===== config.mk =====
export PLATFORM = sky130hd
export DESIGN_NAME = calib_sequencer
export DESIGN_NICKNAME = d
export VERILOG_FILES = /design/src/rtl/cal_seq_pkg.sv /design/src/rtl/cal_seq_fsm.sv /design/src/rtl/cal_stage_flags.sv /design/src/rtl/calib_sequencer.sv
export SDC_FILE = /design/constraint.sdc
export NUM_CORES = 1
export LEC_CHECK = 0
export ABC_AREA = 1
export CAP_MARGIN = 5
export CORE_MARGIN = 8
export CORE_UTILIZATION = 39
export CTS_BUF_LIST = sky130_fd_sc_hd__clkbuf_4 sky130_fd_sc_hd__clkbuf_8
export DETAILED_ROUTE_END_ITERATION = 6
export HOLD_SLACK_MARGIN = 0.12
export PLACE_DENSITY_LB_ADDON = 0.3
export REMOVE_ABC_BUFFERS = 1
export SYNTH_ARGS = -nofsm -noshare
export SYNTH_HDL_FRONTEND = slang
export SYNTH_HIERARCHICAL = 1
export SYNTH_SLANG_ARGS = --single-unit

===== constraint.sdc =====
create_clock -name clk -period 1.85 [get_ports clk]
set_input_delay 0.185 -clock clk [delete_from_list [all_inputs] [get_ports clk]]
set_output_delay 0.185 -clock clk [all_outputs]
set_load 0.02 [all_outputs]

===== src/rtl/cal_seq_pkg.sv =====
package cal_seq_pkg;
    localparam int NSTG    = 9;
    localparam int STATE_W = 6;
    localparam int IDX_W   = $clog2(NSTG);

    localparam int SG_INIT  = 0;
    localparam int SG_PLOCK = 1;
    localparam int SG_DQSF  = 2;
    localparam int SG_WRLVL = 3;
    localparam int SG_MPR   = 4;
    localparam int SG_OCLK  = 5;
    localparam int SG_WRCAL = 6;
    localparam int SG_RDLV1 = 7;
    localparam int SG_PRBS  = 8;

    // stages whose fail line is honoured
    localparam logic [NSTG-1:0] CAN_FAIL = (NSTG'(1) << SG_PLOCK) | (NSTG'(1) << SG_DQSF)
                                         | (NSTG'(1) << SG_WRLVL) | (NSTG'(1) << SG_MPR)
                                         | (NSTG'(1) << SG_WRCAL) | (NSTG'(1) << SG_RDLV1);

    typedef enum logic [STATE_W-1:0] {
        ST_IDLE   = 6'h00,
        ST_INIT   = 6'h01,
        ST_PLOCK  = 6'h02,
        ST_DQSF   = 6'h03,
        ST_WRLVL  = 6'h04,
        ST_MPR    = 6'h05,
        ST_OCLK   = 6'h06,
        ST_WRCAL  = 6'h07,
        ST_RDLVL1 = 6'h08,
        ST_PRBS   = 6'h09,
        ST_DONE   = 6'h3E,
        ST_HALT   = 6'h3F
    } seq_state_e;
endpackage


===== src/rtl/cal_seq_fsm.sv =====
module cal_seq_fsm
    import cal_seq_pkg::*;
(
    input  logic            clk,
    input  logic            rst_n,
    input  logic            is_ddr3,
    input  logic [NSTG-1:0] stage_ack,
    input  logic [NSTG-1:0] stage_fail,
    output seq_state_e      state_q,
    output logic [NSTG-1:0] go,
    output logic [NSTG-1:0] pass_ev,
    output logic [NSTG-1:0] fail_ev
);
    seq_state_e       state_d;
    logic             fresh_q;
    logic             in_stage;
    logic [IDX_W-1:0] cur_idx;
    logic             accept;
    logic             fail_hit;
    logic             pass_hit;

    // state register
    always_ff @(posedge clk or negedge rst_n) begin
        if (!rst_n) begin
            state_q <= ST_IDLE;
            fresh_q <= 1'b0;
        end else begin
            state_q <= state_d;
            fresh_q <= (state_d != state_q);
        end
    end

    // decode of the stage that the current state serves
    always_comb begin
        in_stage = 1'b1;
        cur_idx  = '0;
        unique case (state_q)
            ST_INIT:   cur_idx = IDX_W'(SG_INIT);
            ST_PLOCK:  cur_idx = IDX_W'(SG_PLOCK);
            ST_DQSF:   cur_idx = IDX_W'(SG_DQSF);
            ST_WRLVL:  cur_idx = IDX_W'(SG_WRLVL);
            ST_MPR:    cur_idx = IDX_W'(SG_MPR);
            ST_OCLK:   cur_idx = IDX_W'(SG_OCLK);
            ST_WRCAL:  cur_idx = IDX_W'(SG_WRCAL);
            ST_RDLVL1: cur_idx = IDX_W'(SG_RDLV1);
            ST_PRBS:   cur_idx = IDX_W'(SG_PRBS);
            default:   in_stage = 1'b0;
        endcase
    end

    assign accept   = in_stage && !fresh_q;
    assign fail_hit = accept && stage_fail[cur_idx] && CAN_FAIL[cur_idx];
    assign pass_hit = accept && stage_ack[cur_idx] && !fail_hit;

    // next state
    always_comb begin
        state_d = state_q;
        unique case (state_q)
            ST_IDLE:   state_d = ST_INIT;
            ST_DONE:   state_d = ST_DONE;
            ST_HALT:   state_d = ST_HALT;
            default: begin
                if (fail_hit) begin
                    state_d = ST_HALT;
                end else if (pass_hit) begin
                    unique case (state_q)
                        ST_INIT:   state_d = ST_PLOCK;
                        ST_PLOCK:  state_d = ST_DQSF;
                        ST_DQSF:   state_d = is_ddr3 ? ST_WRLVL : ST_MPR;
                        ST_WRLVL:  state_d = ST_MPR;
                        ST_MPR:    state_d = ST_OCLK;
                        ST_OCLK:   state_d = ST_WRCAL;
                        ST_WRCAL:  state_d = ST_RDLVL1;
                        ST_RDLVL1: state_d = ST_PRBS;
                        ST_PRBS:   state_d = ST_DONE;
                        default:   state_d = ST_HALT;
                    endcase
                end
            end
        endcase
    end

    // outputs
    always_comb begin
        go      = '0;
        pass_ev = '0;
        fail_ev = '0;
        if (in_stage) begin
            go[cur_idx]      = fresh_q;
            pass_ev[cur_idx] = pass_hit;
            fail_ev[cur_idx] = fail_hit;
        end
    end
endmodule


===== src/rtl/cal_stage_flags.sv =====
module cal_stage_flags
    import cal_seq_pkg::*;
(
    input  logic            clk,
    input  logic            rst_n,
    input  logic [NSTG-1:0] go,
    input  logic [NSTG-1:0] pass_ev,
    input  logic [NSTG-1:0] fail_ev,
    output logic [NSTG-1:0] start_f,
    output logic [NSTG-1:0] done_f,
    output logic [NSTG-1:0] err_f
);
    for (genvar i = 0; i < NSTG; i++) begin : g_stage
        always_ff @(posedge clk or negedge rst_n) begin
            if (!rst_n) begin
                start_f[i] <= 1'b0;
                done_f[i]  <= 1'b0;
            end else begin
                start_f[i] <= start_f[i] | go[i];
                done_f[i]  <= done_f[i] | pass_ev[i];
            end
        end
        if (CAN_FAIL[i]) begin : g_err
            always_ff @(posedge clk or negedge rst_n) begin
                if (!rst_n) err_f[i] <= 1'b0;
                else        err_f[i] <= err_f[i] | fail_ev[i];
            end
        end else begin : g_noerr
            assign err_f[i] = 1'b0;
        end
    end
endmodule


===== src/rtl/calib_sequencer.sv =====
module calib_sequencer
    import cal_seq_pkg::*;
(
    input  logic       clk,
    input  logic       rst_n,
    input  logic       is_ddr3,
    input  logic [8:0] stage_ack,
    input  logic [8:0] stage_fail,
    output logic [8:0] stage_go,
    output logic       plk_start,
    output logic       plk_done,
    output logic       plk_err,
    output logic       dqf_start,
    output logic       dqf_done,
    output logic       dqf_err,
    output logic       wlv_start,
    output logic       wlv_done,
    output logic       wlv_err,
    output logic [1:0] rdl_start,
    output logic [1:0] rdl_done,
    output logic [1:0] rdl_err,
    output logic       ocd_start,
    output logic       ocd_done,
    output logic       wcl_start,
    output logic       wcl_done,
    output logic       wcl_err,
    output logic [1:0] prbs_stat,
    output logic       cal_complete,
    output logic [5:0] seq_state
);
    seq_state_e      state_q;
    logic [NSTG-1:0] go, pass_ev, fail_ev;
    logic [NSTG-1:0] start_f, done_f, err_f;

    cal_seq_fsm u_fsm (
        .clk        (clk),
        .rst_n      (rst_n),
        .is_ddr3    (is_ddr3),
        .stage_ack  (stage_ack),
        .stage_fail (stage_fail),
        .state_q    (state_q),
        .go         (go),
        .pass_ev    (pass_ev),
        .fail_ev    (fail_ev)
    );

    cal_stage_flags u_flags (
        .clk     (clk),
        .rst_n   (rst_n),
        .go      (go),
        .pass_ev (pass_ev),
        .fail_ev (fail_ev),
        .start_f (start_f),
        .done_f  (done_f),
        .err_f   (err_f)
    );

    assign stage_go     = go;
    assign seq_state    = state_q;
    assign cal_complete = (state_q == ST_DONE);

    assign plk_start = start_f[SG_PLOCK];
    assign plk_done  = done_f[SG_PLOCK];
    assign plk_err   = err_f[SG_PLOCK];
    assign dqf_start = start_f[SG_DQSF];
    assign dqf_done  = done_f[SG_DQSF];
    assign dqf_err   = err_f[SG_DQSF];
    assign wlv_start = start_f[SG_WRLVL];
    assign wlv_done  = done_f[SG_WRLVL];
    assign wlv_err   = err_f[SG_WRLVL];
    assign rdl_start = {start_f[SG_MPR], start_f[SG_RDLV1]};
    assign rdl_done  = {done_f[SG_MPR], done_f[SG_RDLV1]};
    assign rdl_err   = {err_f[SG_MPR], err_f[SG_RDLV1]};
    assign ocd_start = start_f[SG_OCLK];
    assign ocd_done  = done_f[SG_OCLK];
    assign wcl_start = start_f[SG_WRCAL];
    assign wcl_done  = done_f[SG_WRCAL];
    assign wcl_err   = err_f[SG_WRCAL];
    assign prbs_stat = {done_f[SG_PRBS], start_f[SG_PRBS]};

    // init stage flags are not brought out; keep them referenced
    logic unused_init;
    assign unused_init = start_f[SG_INIT] ^ done_f[SG_INIT] ^ err_f[SG_INIT]
                       ^ err_f[SG_OCLK] ^ err_f[SG_PRBS];
endmodule


==> flow_summary.yaml, run 1 <==
status:
  outcome: "finished with violations"
  violations: "setup timing"
setup_path:
  path_delay_family: "simple AND/OR/NAND/NOR gates"
  critPathCaptureType: "flip-flop"
  cp_slowest_cell: "dfrtp_2"
  cp_max_fo: 5
  rrSetupSlack_ps: -380
  startpoint_type: "flip-flop"
  crit_chain: "buf_4 > inv_1 > nor2_1 > nand2_1 > nand4_1 > buf_4 > inv_1 > nor3_2 > nand4_1 > nand2_1 > nand2_1 > buf_4 > buf_4"
  path_buf_inv: 6
  cpMostUsedCell: "buf_4"
  rr_startpoint: "u_fsm/state_q[0]"
  worst-path-stages: 13
  crit_path_end: "u_fsm/state_q[2]"
  path_class: "reg -> reg"
  rr_worst_depth: 13
  required_ps: 2020
  r2r-end: "u_fsm/state_q[2]"
  arrival_ps: 2410
  critPathMaxStageDelay_ps: 440
  cp-startpoint: "u_fsm/state_q[0]"
routing:
  wirelength_um: 6001
  via_per_inst: 4.694
  drt_first_iter_violations: 154
  dr.pass1.iters: 4
  ant_nets: 0
  drc: 0
  wl_per_cell_um: 13.89
  vias: 2028
clock_tree:
  clock_path_buffers: 2
  cts_sinks: 29
  tritoncts: "yes"
  cts_root_buf: "clkbuf_8"
  worstSkewPairLatency_ps: 290
  clk_pin_slew_ps: 70
  cts_buffers: 5
  htree_num_levels: 2
placed_design:
  hpwl_um: 3966
  place_congestion: 0.9917
  dp_slack_ps: -373.7
  io_buffers: 57
  dp.cells: 407
cells_and_area:
  register_area_um2: 733.2
  final_net_count: 400
  nFillCells: 334
  antenna_cells: 0
  final_core_util_pct: 72.00
  instances_no_fill: 432
  area_delta_synth_final_pct: 76.02
  multi_input_area_um2: 984.7
  layout-drive-gt1-share_pct: 36.84
sta:
  whs_ps: 289.2
  finalSetupViolCount: 24
  hold_viol_final: 0
  rsz0062_at_grt: "yes"
  timing.final.crit_period_ps: 2235
  finalWorstSetupSlack_ps: -384.9
  relSlewSlack_pct: 63.37
  worst_pin_slew_ps: 546.1
  fin_worst_skew_ps: 14.37
  max_freq_ghz: 0.4475
  slew_violations: 0
  finalCritPeriodShare_pct: 120.8
synthesis:
  syn_inst: 262
  netlist_area_um2: 1805
  ys_warn_count: 6
  avgSynthCellArea_um2: 6.891
grt:
  grt_max_degree: 30
  grt_pass1_vias: 2004
  antenna_found_initial: 0
  grt_pass1_wl_um: 9508
  gr-usage-all-layers_pct: 16.01
  grt.overflow.total: 0
worst_hold_path:
  holdCritPathClass: "in -> async"
flow_run:
  cap_violations: 0
die:
  core_area_um2: 4414
  io_pins: 59
  fp.dieH_um: 84.04
  die_w_um: 84.04
  die-area_um2: 7063
  initial_core_util_pct: 40.90
  rows: 24
power_and_ir_drop:
  pwr_density_cell_nw_per_um2: 447.2
  ir_worst_vdd_mv: 0.2535
  p_leak_uw: 0.001548
worst min path at each step:
stage | startpoint | slack [ps] | endpoint | cells after the start
CTS | rst_n | 320 | u_flags/done_f[8] | 2
detailed placement | u_flags/done_f[6] | 450 | u_flags/done_f[6] | 2
global placement | u_flags/start_f[7] | 440 | u_flags/start_f[7] | 2
floorplan | rst_n | -110 | u_flags/done_f[1] | 0
finish | rst_n | 290 | u_flags/done_f[8] | 2
global route | rst_n | 330 | u_flags/done_f[8] | 2
per-stage QoR:
stage | instance area [um^2] | setup TNS [ps] | power [uW]
floorplan | 1783 | -3323 | 665.3
global placement | 2704 | -6775 | 723.6
detailed placement | 2704 | -6863 | 724.0
CTS | 3008 | -4227 | 1429
global route | 3178 | -8461 | 1466
finish | 3178 | -5882 | 1421
flip-flops by register name, summed over array words and instances (netlist names):
| signal | flops |
|---|---|
| u_fsm/fresh_q | 1 |
| u_fsm/state_q | 6 |
| u_flags/start_f | 8 |
| u_flags/done_f | 8 |
| u_flags/err_f | 6 |
layout by cell type, fill, tap and decap left out, types with 3 or more instances in the layout:
cell type        count
inv_1               63
nand2_1             54
buf_4               51
clkdlybuf4s50_1     47
nor2_1              28
dfrtp_1             23
nor2_4              12
nand2_2             12
inv_2               10
nor2_2               7
clkbuf_8             6
buf_6                6
o21ai_1              6
nand3_1              6
dfrtp_2              6
nand3_4              5
nand2_4              5
nand3_2              4
nand4_1              3
worst register-to-register path, delay by kind of cell (launching register included):
family | cells | cell delay [ps]
flip-flops | 1 | 440
buffers and inverters | 6 | 700
AND/OR/NAND/NOR | 7 | 990
power breakdown:
group          internal (uW)  leakage (uW)  switching, uW
sequential               634      0.000299              0
combinational           46.5       0.00119           33.4
clock                    453     0.0000619            254
metal layers:
layer / vias to the layer above / share of wire, % / global-route usage (%)
met4: 0 / 2.2 / 4.710
met5: - / 0 / 0
met3: 16 / 8.4 / 5.371
met1: 922 / 41 / 19.53
li1: 1000 / - / -
met2: 90 / 48 / 25.84
layout make-up:
class	count	share of cell area, %
sequential	29	23.07
timing repair buffer	110	31.18
tap	52	2.047
multi-input combinational	158	30.98
clock buffer	7	2.835
clock inverter	1	0.9449
inverter	75	8.937
repair_timing:
action / CTS / global route
setup buffers: 8 / 8
pin swaps: 15 / 18
hold buffers: 0 / 0
cloned: 2 / 0
hold endpoints to repair: 0 / 0
setup endpoints to repair: 31 / 30
gates resized for setup: 70 / 35
Power figures use the tool's default switching activity.
==> inputs of run 2 (changes only) <==
--- a/config.mk
+++ b/config.mk
@@ -11,6 +11,7 @@
 export CORE_UTILIZATION = 39
 export CTS_BUF_LIST = sky130_fd_sc_hd__clkbuf_4 sky130_fd_sc_hd__clkbuf_8
 export DETAILED_ROUTE_END_ITERATION = 6
+export GPL_TIMING_DRIVEN = 0
 export HOLD_SLACK_MARGIN = 0.12
 export PLACE_DENSITY_LB_ADDON = 0.3
 export REMOVE_ABC_BUFFERS = 1
==> constraint.sdc (replaced) <==
create_clock -name clk -period 1.85 [get_ports clk]
set_input_delay 0.37 -clock clk [delete_from_list [all_inputs] [get_ports clk]]
set_output_delay 0.37 -clock clk [all_outputs]
set_load 0.02 [all_outputs]
==> run 2 against run 1 <==
  * The flow still finishes with violations (setup timing)
  * Sequential power about the same
  * Via count increased by 7.2%
  * Total power increased by 0.90%
  * Critical path depth increased by 2
  * Register-to-register slack got worse by 200 ps
  * Largest power group unchanged
==> flow_summary.yaml, run 2 (synthesis results as in run 1) <==
setup_path:
  critPathCaptureType: "flip-flop"
  arrival_ps: 2580
  cp-startpoint: "u_fsm/state_q[2]"
  r2r-end: "u_fsm/fresh_q"
  startpoint_type: "flip-flop"
  crit_path_end: "u_fsm/fresh_q"
  rrSetupSlack_ps: -580
  cp_max_fo: 6
  rr_startpoint: "u_fsm/state_q[2]"
  path_class: "reg -> reg"
  required_ps: 2000
  rr_worst_depth: 15
cells_and_area:
  top_regs: "u_flags/done_f: 8 flops, u_flags/start_f: 8 flops"
  final_common_cell: "inv_1"
  layout-drive-gt1-share_pct: 39.04
  final_net_count: 394
  area_delta_synth_final_pct: 81.15
  mostFrequentLayoutCells: "inv_1 (63), nand2_1 (49), clkdlybuf4s50_1 (42)"
  antenna_cells: 0
  final_core_util_pct: 74.09
clock_tree:
  worstSkewPairLatency_ps: 280
  cts_root_buf: "clkbuf_8"
  htree_num_levels: 2
  clk_pin_slew_ps: 70
  cts_sinks: 29
  clock_path_buffers: 2
  tritoncts: "yes"
  ctsHoldBuffers: 0
  cts_buffers: 5
grt:
  antenna_found_initial: 0
  grt_pass1_vias: 2022
  grt_pass1_wl_um: 9818
  grt_max_degree: 15
  grt.overflow.total: 0
  gr-usage-all-layers_pct: 17.07
sta:
  finalCritPeriodShare_pct: 131.4
  worst_pin_slew_ps: 436.8
  max_freq_ghz: 0.4114
  timing.final.crit_period_ps: 2430
  relSlewSlack_pct: 70.82
  tns_ps: -10540
  hold_viol_final: 0
  rsz0062_at_grt: "yes"
  whs_ps: 364.2
  finalSetupViolCount: 29
  finalWorstSetupSlack_ps: -580.5
  fin_worst_skew_ps: 4.055
  slew_violations: 0
worst_hold_path:
  holdCritPathClass: "in -> async"
power_and_ir_drop:
  pwr_density_cell_nw_per_um2: 438.5
  p_total_uw: 1434
  p_leak_uw: 0.001546
  pwr-share-clk_pct: 49.3
  power_frac_seq_pct: 44.2
  p_sw_share_pct: 20.44
  intPower_uw: 1141
  switchingPower_uw: 293.2
  ir_worst_vdd_mv: 0.3445
  p_comb_share_pct: 6.5
die:
  rows: 24
  io_pins: 59
  initial_core_util_pct: 40.90
  fp.dieH_um: 84.04
  core_area_um2: 4414
  die_w_um: 84.04
  die-area_um2: 7063
routing:
  route.met3.wl_um: 582
  wl_met1_um: 2749
  via_per_inst: 5.103
  vias: 2174
  drc: 0
  wirelength_um: 7375
  drt_first_iter_violations: 163
  dr.pass1.iters: 5
  top_layer_used: "met4"
  wl_per_cell_um: 17.31
  wl_met2_um: 3709
  ant_nets: 0
placed_design:
  place_congestion: 0.8918
  io_buffers: 57
  hpwl_um: 3594
flow_run:
  cap_violations: 0
status:
  violations: "setup timing"
  outcome: "finished with violations"
run 2: power by group through the flow:
| stage | registers, uW | logic (uW) | clock network, uW |
|---|---|---|---|
| after floorplan | 646 | 19.2 | 0 |
| after global routing | 633 | 99.9 | 751 |
| final | 634 | 93.0 | 707 |
| after CTS | 634 | 85.4 | 718 |
| after detailed placement | 646 | 81.3 | 0 |
| after global placement | 646 | 73.3 | 0 |
run 2: area by class of cell:
class / instances / area (um^2)
repair buffers: 104 / 985.9
clock inverters: 1 / 30.03
flip-flops and latches: 29 / 730.7
multi-input cells: 158 / 1079
clock buffers: 7 / 90.09
inverters: 75 / 290.3
well taps: 52 / 65.06
fillers: 292 / 1144
run 2: how the worst min path moves through the flow:
| stage | slack, ps | endpoint | from |
|---|---|---|---|
| 3_3_place_gp | 440 | u_flags/start_f[4] | u_flags/start_f[4] |
| 6_report | 360 | u_fsm/state_q[1] | rst_n |
| 2_1_floorplan | 70 | u_flags/done_f[1] | rst_n |
| 3_5_place_dp | 450 | u_flags/start_f[4] | u_flags/start_f[4] |
| 5_1_grt | 380 | u_flags/start_f[8] | rst_n |
| 4_1_cts | 360 | u_flags/start_f[5] | rst_n |
run 2: critical path, cell delays in order (launching register included):
cell,delay [ps]
dfrtp_2,490
nor2_4,180
inv_2,70
nor2_4,180
nand2_4,110
nand2_2,120
nor2_4,80
inv_4,90
nand2_1,80
o21ai_1,120
nand2_2,100
buf_4,160
nand3_4,100
o211ai_2,120
a21oi_1,160
nand3_1,120
run 2: what timing repair did:
action / CTS / global route
pin swaps: 16 / 25
gates resized for setup: 101 / 46
endpoints found under the setup margin: 31 / 31
setup buffers: 25 / 21
cloned: 2 / 0
run 2: metal layers:
layer	up-vias	track usage [%]
met5	-	0
li1	991	-
met2	129	29.18
met3	33	5.762
met1	1021	18.66
met4	0	7.221
run 2: per-stage QoR:
stage / instances / instance area, um^2 / setup WS (ps)
finish: 426 / 3271 / -580.5
global route: 426 / 3271 / -656.7
CTS: 406 / 2959 / -325.8
detailed placement: 371 / 2449 / -689.1
global placement: 369 / 2419 / -634.8
floorplan: 260 / 1783 / -304.8
==> inputs of run 3 (changes only) <==
--- a/config.mk
+++ b/config.mk
@@ -13,8 +13,9 @@
 export DETAILED_ROUTE_END_ITERATION = 6
 export GPL_TIMING_DRIVEN = 0
 export HOLD_SLACK_MARGIN = 0.12
-export PLACE_DENSITY_LB_ADDON = 0.3
+export PLACE_DENSITY = 0.74
 export REMOVE_ABC_BUFFERS = 1
+export SETUP_SLACK_MARGIN = 0.5
 export SYNTH_ARGS = -nofsm -noshare
 export SYNTH_HDL_FRONTEND = slang
 export SYNTH_HIERARCHICAL = 1
==> run 3 against run 2 <==
  * The run still ends with setup timing left
  * Worst setup slack gained 120 ps
  * Clock power increased by 11%
  * First-iteration DRC count fell by 20%
  * Flip-flop and latch count unchanged
  * Die area did not move
  * Combinational power fell by 8.2%
  * Critical endpoint unchanged
  * Largest power group unchanged
  * Highest routed layer unchanged
==> flow_summary.yaml, run 3 (synthesis results as in run 1) <==
status:
  outcome: "finished with violations"
  violations: "setup timing"
clock_tree:
  cts_sinks: 29
  clk_pin_slew_ps: 60
  clock_path_buffers: 2
  cts_root_buf: "clkbuf_8"
  tritoncts: "yes"
  htree_num_levels: 2
  cts_buffers: 5
  worstSkewPairLatency_ps: 280
sta:
  rsz0062_at_grt: "yes"
  timing.final.crit_period_ps: 2308
  worst_pin_slew_ps: 680.1
  finalSetupViolCount: 29
  finalCritPeriodShare_pct: 124.8
  relSlewSlack_pct: 54.52
  max_freq_ghz: 0.4333
  tns_ps: -7692
  hold_viol_final: 0
  slew_violations: 0
  fin_worst_skew_ps: 6.073
  finalWorstSetupSlack_ps: -458.1
routing:
  wl_per_cell_um: 14.59
  ant_nets: 0
  dr.pass1.iters: 5
  route.met3.wl_um: 296
  vias: 1964
  drc: 0
  wl_met1_um: 2548
  via_per_inst: 4.710
  wl_met2_um: 3149
  drt_first_iter_violations: 131
  top_layer_used: "met4"
  wirelength_um: 6082
setup_path:
  cp_max_fo: 6
  startpoint_type: "flip-flop"
  crit_chain: "inv_2 > nor2_4 > nand3_4 > nand2_4 > nor2_4 > buf_6 > o21ai_2 > nand2_1 > nand2_2 > nand2_4 > nand3_4 > buf_4 > o21ai_1 > a21oi_1 > nand3_2"
  required_ps: 2000
  arrival_ps: 2460
  critPathMaxStageDelay_ps: 470
  path_class: "reg -> reg"
  cp_slowest_cell: "dfrtp_2"
  critPathCaptureType: "flip-flop"
placed_design:
  hpwl_um: 3674
  place_congestion: 0.8732
  io_buffers: 57
cells_and_area:
  final_net_count: 385
  final_common_cell: "inv_1"
  top_regs: "u_flags/done_f: 8 flops, u_flags/start_f: 8 flops"
  layout-drive-gt1-share_pct: 44.11
  antenna_cells: 0
  mostFrequentLayoutCells: "inv_1 (64), nand2_1 (51), buf_4 (30)"
  final_core_util_pct: 70.61
  area_delta_synth_final_pct: 72.63
die:
  die-area_um2: 7063
  rows: 24
  fp.dieH_um: 84.04
  die_w_um: 84.04
  core_area_um2: 4414
  io_pins: 59
  initial_core_util_pct: 40.90
grt:
  grt_pass1_vias: 1932
  gr-usage-all-layers_pct: 15.96
  grt_pass1_wl_um: 9356
  antenna_found_initial: 0
  grt.overflow.total: 0
  grt_max_degree: 19
worst_hold_path:
  holdCritPathClass: "reg -> reg"
power_and_ir_drop:
  pwr_density_cell_nw_per_um2: 482.6
  p_leak_uw: 0.001532
  ir_worst_vdd_mv: 0.5405
flow_run:
  cap_violations: 0
-- run 3: worst paths after layout --
path / from / endpoint / slack (ps) / cells after the start
max: u_fsm/state_q[2] / u_fsm/fresh_q / -460 / 15
min: u_flags/done_f[8] / u_flags/done_f[8] / 460 / 2
max reg2reg: u_fsm/state_q[2] / u_fsm/fresh_q / -460 / 15
min reg2reg: u_flags/done_f[8] / u_flags/done_f[8] / 460 / 2
max in group asynchronous: rst_n / u_fsm/state_q[4] / 810 / 2
min in group asynchronous: rst_n / u_flags/start_f[3] / 500 / 1
-- run 3: power breakdown --
group	switching, uW	internal [uW]	total [uW]
Clock	250	535	785
Sequential	0	634	634
Combinational	34.0	51.5	85.4
-- run 3: stage by stage --
step | std cells | setup WS, ps | area [um^2] | total power, uW | hold slack, ps
after floorplan | 260 | -304.8 | 1783 | 665.3 | 74.41
after global placement | 369 | -623.9 | 2419 | 718.8 | 443.9
after detailed placement | 370 | -675.7 | 2446 | 727.2 | 448.7
after CTS | 403 | -311.2 | 2977 | 1516 | 460.7
after global routing | 417 | -595.4 | 3117 | 1573 | 483.4
final | 417 | -458.1 | 3117 | 1504 | 463.0
-- run 3: critical path: cells and delay by family (launching register included) --
| kind | cells | cell delay (ps) |
|---|---|---|
| AO/OA/AOI/OAI | 3 | 380 |
| buffers and inverters | 3 | 320 |
| flip-flops | 1 | 470 |
| AND/OR/NAND/NOR | 9 | 1000 |
-- run 3: repair_timing --
action / in CTS / in global routing
setup endpoints to repair: 61 / 63
pin swaps: 17 / 16
hold buffers: 0 / 0
gates resized for setup: 182 / 56
gates cloned: 1 / 0
setup buffers: 24 / 14
-- run 3: cell type report --
type | count | area (um^2)
Clock inverter | 3 | 65.06
Sequential cell | 29 | 732.0
Inverter | 75 | 287.8
Timing Repair Buffer | 96 | 860.8
Tap cell | 52 | 65.06
Multi-Input combinational cell | 157 | 1037
Clock buffer | 5 | 68.82
Fill cell | 329 | 1297
-- run 3: routing by layer --
layer | vias up | global-route usage [%]
met5 | - | 0
met2 | 73 | 26.74
li1 | 979 | -
met4 | 0 | 3.925
met3 | 12 | 5.273
met1 | 900 | 19.00
